File: config.mk
export PLATFORM = sky130hd
export DESIGN_NAME = cam_par_rx
export DESIGN_NICKNAME = d
export VERILOG_FILES = /design/src/rtl/cam_par_rx.sv
export SDC_FILE = /design/constraint.sdc
export NUM_CORES = 1
export LEC_CHECK = 0
export BUFFER_PORTS_ARGS = -buffer_cell sky130_fd_sc_hd__buf_2
export CORE_UTILIZATION = 35
export CTS_CLUSTER_SIZE = 28
export DETAILED_ROUTE_END_ITERATION = 7
export GPL_ROUTABILITY_DRIVEN = 0
export PLACE_DENSITY = 0.52
export RECOVER_POWER = 50
export SKIP_LAST_GASP = 1
export SLEW_MARGIN = 10
export SYNTH_ARGS = -nofsm -noshare
export SYNTH_HDL_FRONTEND = slang
export SYNTH_SLANG_ARGS = --single-unit
File: constraint.sdc
create_clock -name clk -period 2 [get_ports clk]
set_input_delay 0.2 -clock clk [delete_from_list [all_inputs] [get_ports clk]]
set_output_delay 0.2 -clock clk [all_outputs]
set_load 0.05 [all_outputs]
File: src/rtl/cam_par_rx.sv
module cam_par_rx #(
  parameter int BW = 8
) (
  input  logic            clk,
  input  logic            rst_n,
  input  logic            en,
  input  logic            vs_pol,
  input  logic            hs_pol,
  input  logic            pclk_pol,
  input  logic            emb_sel,
  input  logic [7:0]      fmt,
  input  logic            swap,
  input  logic            pclk,
  input  logic            hsync,
  input  logic            vsync,
  input  logic [BW-1:0]   pix_d,
  input  logic            emb_frame,
  input  logic            emb_line,
  output logic            out_valid,
  output logic [2*BW-1:0] out_data,
  output logic            out_sof,
  output logic            out_eol
);
  localparam int OW = 2 * BW;
  localparam logic [7:0] F_YUV  = 8'h1E;
  localparam logic [7:0] F_RGB  = 8'h22;
  localparam logic [7:0] F_RAW  = 8'h2A;
  localparam logic [7:0] F_GREY = 8'h4A;
  localparam logic [7:0] F_BSTR = 8'h5A;

  logic s_pclk, p_pclk, s_hs, s_vs, s_ef, s_el;
  logic [BW-1:0] s_d;

  always_ff @(posedge clk or negedge rst_n)
    if (!rst_n) begin
      s_pclk <= 1'b0; p_pclk <= 1'b0; s_hs <= 1'b0; s_vs <= 1'b0;
      s_ef <= 1'b0; s_el <= 1'b0; s_d <= '0;
    end else begin
      s_pclk <= pclk; p_pclk <= s_pclk; s_hs <= hsync; s_vs <= vsync;
      s_ef <= emb_frame; s_el <= emb_line; s_d <= pix_d;
    end

  logic ev, frame_act, line_act, two, one, bstr, span, sof, go, take;
  logic word_done, flush, emit;
  logic f_prev, run, phase, sof_pend, hv, hsof;
  logic [BW-1:0] b0;
  logic [OW-1:0] hd, word;

  assign ev        = pclk_pol ? (s_pclk & ~p_pclk) : (~s_pclk & p_pclk);
  assign frame_act = emb_sel ? s_ef : ~(s_vs ^ vs_pol);
  assign line_act  = emb_sel ? s_el : ~(s_hs ^ hs_pol);
  assign two       = (fmt == F_YUV) || (fmt == F_RGB);
  assign bstr      = (fmt == F_BSTR);
  assign one       = (fmt == F_RAW) || (fmt == F_GREY) || bstr;
  assign span      = frame_act & (bstr | line_act);
  assign sof       = frame_act & ~f_prev;
  assign go        = en & (run | sof);
  assign take      = ev & go & span & (two | one);
  assign word_done = take & (one | phase);
  assign flush     = ev & en & hv & ~span;
  assign emit      = flush | (word_done & hv);
  assign word      = one  ? {{BW{1'b0}}, s_d} :
                     swap ? {s_d, b0} : {b0, s_d};

  always_ff @(posedge clk or negedge rst_n)
    if (!rst_n) begin
      f_prev <= 1'b0; run <= 1'b0; phase <= 1'b0; sof_pend <= 1'b0;
      hv <= 1'b0; hsof <= 1'b0; b0 <= '0; hd <= '0;
      out_valid <= 1'b0; out_data <= '0; out_sof <= 1'b0; out_eol <= 1'b0;
    end else begin
      if (ev) f_prev <= frame_act;
      out_valid <= emit & en;
      out_sof   <= emit & en & hsof;
      out_eol   <= flush & ~bstr;
      if (emit) out_data <= hd;
      if (!en) begin
        run <= 1'b0; phase <= 1'b0; sof_pend <= 1'b0; hv <= 1'b0;
      end else if (ev) begin
        if (sof) begin
          run <= 1'b1;
          sof_pend <= 1'b1;
        end
        if (!span) phase <= 1'b0;
        else if (take && two) phase <= ~phase;
        if (take && two && !phase) b0 <= s_d;
        if (word_done) begin
          hv <= 1'b1; hd <= word; hsof <= sof_pend | sof; sof_pend <= 1'b0;
        end else if (flush) hv <= 1'b0;
      end
    end
endmodule

Yosys cells after proc, flatten, opt, wreduce, memory -nomap -nowiden:

Cells that the tools add are included.

* output and inout bits: 19
* bits in registers: 63
* input bits: 29

* mux-type cells: 19
* bitwise logic cells: 32
* reduce and logical (&&, ||, !) cells: 12
* eq/ne operators: 10

Operators by type and width (number)
* $mux W16: 2
* $mux W1: 17
* $and A1 B1 Y1: 16
* $eq A8 B6 Y1 const B: 2
* $eq A8 B7 Y1 const B: 2
* $eq A8 B5 Y1 const B: 1
* $not A1 Y1: 8
* $reduce_and A2 Y1: 4
* $ne A3 B1 Y1 const B: 2
* $or A1 B1 Y1: 6
* $reduce_and A3 Y1: 2
* $ne A2 B1 Y1 const B: 2
* $logic_or A1 B1 Y1: 3
* $ne A3 B2 Y1 const B: 1
* $logic_and A1 B1 Y1: 2
* $xor A1 B1 Y1: 2
* $logic_not A1 Y1: 1

Longest topological paths before layout:

* depth after elaboration: 14
* mapped depth: 7
* mapped depth without buffers: 5

Least setup slack after synthesis:

OpenSTA, ideal clock, no wires.

* kind: input -> register
* from: input fmt[7]
* to: register out_data[0]
* data required time: 1.875 ns
* setup time: 0.125 ns
* arrival time: 1.970 ns
* stages: 7
* path buffers: 2
* path slack: -0.096 ns
* path through: or3b_4 > or3_1 > a21o_1 > o21bai_2 > buf_6 > buf_6 > mux2_4

* cells in the longest elaborated chain, start to end: 8
* elaborated cells on any way between the ends: 19
* classes of those cells: eq/ne (5); bitwise (11); reduce/logical (3)

Ends and longest elaborated chain
* from (decl): RTL line 11 `input logic [7:0] fmt,`
* $eq A8 B7 Y1 (tied with other cells): RTL line 53 `assign bstr = (fmt == F_BSTR);`
* $or A1 B1 Y1 / $logic_or A1 B1 Y1 (equally long branches): RTL line 55, 54
* $and A1 B1 Y1 / $logic_or A1 B1 Y1 (equally long branches): RTL line 55, 54
* $and A1 B1 Y1 / $or A1 B1 Y1 (equally long branches): RTL line 58 `assign take = ev & go & span & (two | one);`
* $and A1 B1 Y1: RTL line 58
* $and A1 B1 Y1: RTL line 59 `assign word_done = take & (one | phase);`
* $and A1 B1 Y1: RTL line 61 `assign emit = flush | (word_done & hv);`
* $or A1 B1 Y1 *: RTL line 61
* to (signal assigned): RTL line 69 `out_valid <= 1'b0; out_data <= '0; out_sof <= 1'b0; out_eol <= 1'b0;`
* to (signal assigned): RTL line 75 `if (emit) out_data <= hd;`
* to (decl): RTL line 20 `output logic [2*BW-1:0] out_data,`

Every way passes the cells marked *; elsewhere a longest branch is shown, timed or not.
A chain may end at the register's enable or synchronous reset.

Worst setup path after layout:

* from: register s_vs
* to: register out_data[9]

* cells in the longest elaborated chain, start to end: 12
* elaborated cells on any way between the ends: 15
* classes of those cells: mux (1); bitwise (14)

Ends and longest elaborated chain
* from (decl): RTL line 31 `logic s_pclk, p_pclk, s_hs, s_vs, s_ef, s_el;`
* from (signal assigned): RTL line 39 `s_pclk <= pclk; p_pclk <= s_pclk; s_hs <= hsync; s_vs <= vsync;`
* $xor A1 B1 Y1 *: RTL line 50 `assign frame_act = emb_sel ? s_ef : ~(s_vs ^ vs_pol);`
* $not A1 Y1 *: RTL line 50
* $mux W1 *: RTL line 50
* $and A1 B1 Y1: RTL line 56 `assign sof = frame_act & ~f_prev;`
* $or A1 B1 Y1: RTL line 57 `assign go = en & (run | sof);`
* $and A1 B1 Y1: RTL line 57
* $and A1 B1 Y1 (3 in series): RTL line 58
* $and A1 B1 Y1: RTL line 59
* $and A1 B1 Y1: RTL line 61
* $or A1 B1 Y1 *: RTL line 61

Marked as above.

==> run_results.csv <==
group,metric,value,unit
run_status,status,"completed",
drt,wl,4850,um
final_layout,fin_nets,295,
synthesis,yosysTopAreaCell,"dfrtp_1",
cts,cts_max_path_buffers,2,
worst_setup_path,r2r_cells,7,
final_layout,area_delta_synth_final,29.6,%
final_layout,drive_above_1_share,37.8,%
worst_setup_path,max_stage_delay,370,ps
drt,ant_nets,0,
worst_setup_path,cp.depth,7,
global_routing,grt_overflow,0,
sta,fin_worst_skew,7.60,ps
worst_setup_path,cp.required,2200,ps
worst_setup_path,critical_path.endpoint_type,"register",
floorplanning,die_w,90.7,um
sta,timing_hold_violations_final,0,
worst_setup_path,crit_type,"register to register",
synthesis,syn_area,2760,sq um
worst_setup_path,cp-startpoint,"s_vs$_DFF_PN0_",
sta,rsz0062_at_grt,"false",
sta,fmax,0.535,GHz
drt,first_iter_violations,38,
sta,period_minus_slack,1870,ps
place,portBuffers,47,
sta,relSlewSlack,45.5,%
min_path,hold_class,"input pin to register",
floorplanning,die_area,8230,sq um
global_routing,grt_pass1_wl,8490,um
drt,via_per_inst,4.54,
place,place_inst,340,
power_and_ir_drop,p_per_area,735,nW/um^2
sta,setup_viol,0,
synthesis,syn_inst,185,
worst_setup_path,critPathTopFamily,"compound AO/OA/AOI/OAI gates",
sta,slew_violations,0,
synthesis,synth_area_leaders,"dfrtp_1, mux2_1, mux2_4, mux2i_1, nor2_1",
cts,cts_buffers,9,
drt,first_pass_iters,4,
worst_setup_path,reg2reg_setup_slack,130,ps
floorplanning,io_pins,48,
worst_setup_path,critPathBufInv,2,
floorplanning,start_util,37.0,%
drt,wire_per_inst,13.1,um
global_routing,grt_max_degree,28,
power_and_ir_drop,power.total,0.00263,W
synthesis,synth_ff_type,"dfrtp_1",
cts,insertion_delay,330,ps
power_and_ir_drop,peakVddDrop,313,uV
synthesis,synth-seq-cells,63,
synthesis,yosysSeqAreaShare,57.2,%
worst_setup_path,cp-endpoint,"out_data[9]$_DFFE_PN0N_",
synthesis,syn_avg_cell_area,14.9,sq um
cts,cts-root-buf,"clkbuf_8",
cts,clk_pin_slew,70,ps
cts,cts.sinks,63,
place,dp_hpwl,3490,um
global_routing,grt_pass1_vias,1742,
sta,period_share,93.5,%
global_routing,grt_use_total,13.4,%
synthesis,synth_edf_count,0,
drt,via_count,1674,
worst_setup_path,arrival,2070,ps
drt,drc_errors,0,
final_layout,instances_no_fill,369,
final_layout,diodes,0,
synthesis,yosys_warnings,0,
synthesis,syn_nets,214,
worst_setup_path,r2r-end,"out_data[9]$_DFFE_PN0N_",
floorplanning,die_h,90.7,um
global_routing,antenna_found_initial,0,
worst_setup_path,critical_path.max_fanout,18,
worst_setup_path,r2r-start,"s_vs$_DFF_PN0_",
cts,htreeDepth,3,
worst_setup_path,cp_slowest_cell,"dfrtp_1",
job,maxCapViolations,0,
sta,worst_pin_slew,817,ps
floorplanning,core-area,7450,sq um
synthesis,synthArstFlopShare,100,%
cts,cts_tree,"yes",
synthesis,yosysUniqueCellTypes,41,
worst_setup_path,start_kind,"register",
synthesis,synth_top_area_share,57.2,%
power_and_ir_drop,leakagePower,1.90,nW
worst_setup_path,path_cells,"xor2_1, a211oi_1, buf_4, o22a_4, o21bai_2, buf_12, mux2_1",
floorplanning,rows,31,
-- kinds of logic (layout without fill, tap and decap cells) --
| kind of cell | count (synthesis) | after routing | synth area share, % |
|---|---|---|---|
| flip-flops | 63 | 63 | 57.2 |
| multiplexers | 58 | 58 | 25.6 |
| AND/OR/NAND/NOR | 34 | 34 | 7.81 |
| AO/OA/AOI/OAI | 19 | 19 | 6.72 |
| buffers and inverters | 9 | 94 | 2.09 |
| XOR/XNOR | 2 | 2 | 0.636 |
-- worst reg2reg max path, cell delays in order, from the launching register on --
cell and delay [ps]:
dfrtp_1 370, xor2_1 180, a211oi_1 100, buf_4 160
o22a_4 250, o21bai_2 160, buf_12 200, mux2_1 330
-- how the worst min path moves through the flow --
stage               start  depth (start not counted)                 to
finish                 en                          2    run$_DFFE_PN0P_
global route           en                          2    run$_DFFE_PN0P_
CTS                    en                          2    run$_DFFE_PN0P_
detailed placement  rst_n                          1     s_el$_DFF_PN0_
global placement    rst_n                          1     s_vs$_DFF_PN0_
floorplan           rst_n                          0  b0[0]$_DFFE_PN0P_
-- stage by stage --
step	hold slack, ps	worst slack [ps]	cell area [sq um]	setup TNS (ps)	utilization (%)
2_1_floorplan	-95.6	-12.1	2770	-96.5	-
3_3_place_gp	272	-113	3250	-3940	43.6
3_5_place_dp	269	-136	3250	-4490	43.6
4_1_cts	147	114	3590	0	48.3
5_1_grt	161	59.5	3570	0	48.0
6_report	158	130	3570	0	48.0
-- routing by layer --
layer  up-vias  track usage [%]  share of wire (%)
li1        827                -                  -
met1       818             17.7                 50
met5         -                0                  0
met2        23             19.8                 45
met4         0             5.65                1.3
met3         6             4.71                3.7
-- where the power goes --
part           internal (W)  total, W  switching [W]
Sequential          0.00130   0.00131      0.0000148
Clock              0.000674   0.00112       0.000451
Combinational     0.0000944  0.000190      0.0000959
-- cells in the mapped netlist (all sizes together), types with 3 or more instances --
master and n:
o21a 3, nor2 12, dfrtp 63, mux2i 10, nand2b 4, inv 4
a211oi 3, buf 4, nand3 3, a21oi 3, o21ai 3, mux2 48
-- flip-flops by register name (all words and copies together), names as in the netlist, 8 cells and up --
signal,count
hd,16
out_data,16
b0,8
s_d,8
-- timing repair --
item	CTS	global route
endpoints found under the hold margin	38	0
setup endpoints to repair	0	0
buffers inserted	0	0
gates resized for setup	0	0
hold buffers	14	0
-- area by class of cell --
| class | instances | area, sq um |
|---|---|---|
| flip-flops and latches | 63 | 1580 |
| inverters | 4 | 15.0 |
| fillers | 714 | 3880 |
| well taps | 99 | 124 |
| multi-input cells | 113 | 1130 |
| clock buffers | 13 | 169 |
| clock inverters | 2 | 38.8 |
| repair buffers | 75 | 520 |
-- cell usage in the layout (no fill, tap or decap), types with 2 or more instances in the layout --
| cell | n |
|---|---|
| a211oi_1 | 2 |
| a21o_1 | 2 |
| a21oi_1 | 2 |
| buf_12 | 3 |
| buf_2 | 46 |
| buf_4 | 9 |
| clkbuf_2 | 2 |
| clkbuf_8 | 12 |
| dfrtp_1 | 63 |
| dlygate4sd3_1 | 14 |
| inv_1 | 3 |
| mux2_1 | 31 |
| mux2_4 | 17 |
| mux2i_1 | 10 |
| nand2b_1 | 4 |
| nand3_1 | 2 |
| nand3b_1 | 2 |
| nor2_1 | 12 |
| nor2b_1 | 2 |
| o21a_1 | 3 |
| o21ai_0 | 2 |
Power figures use the tool's default switching activity.
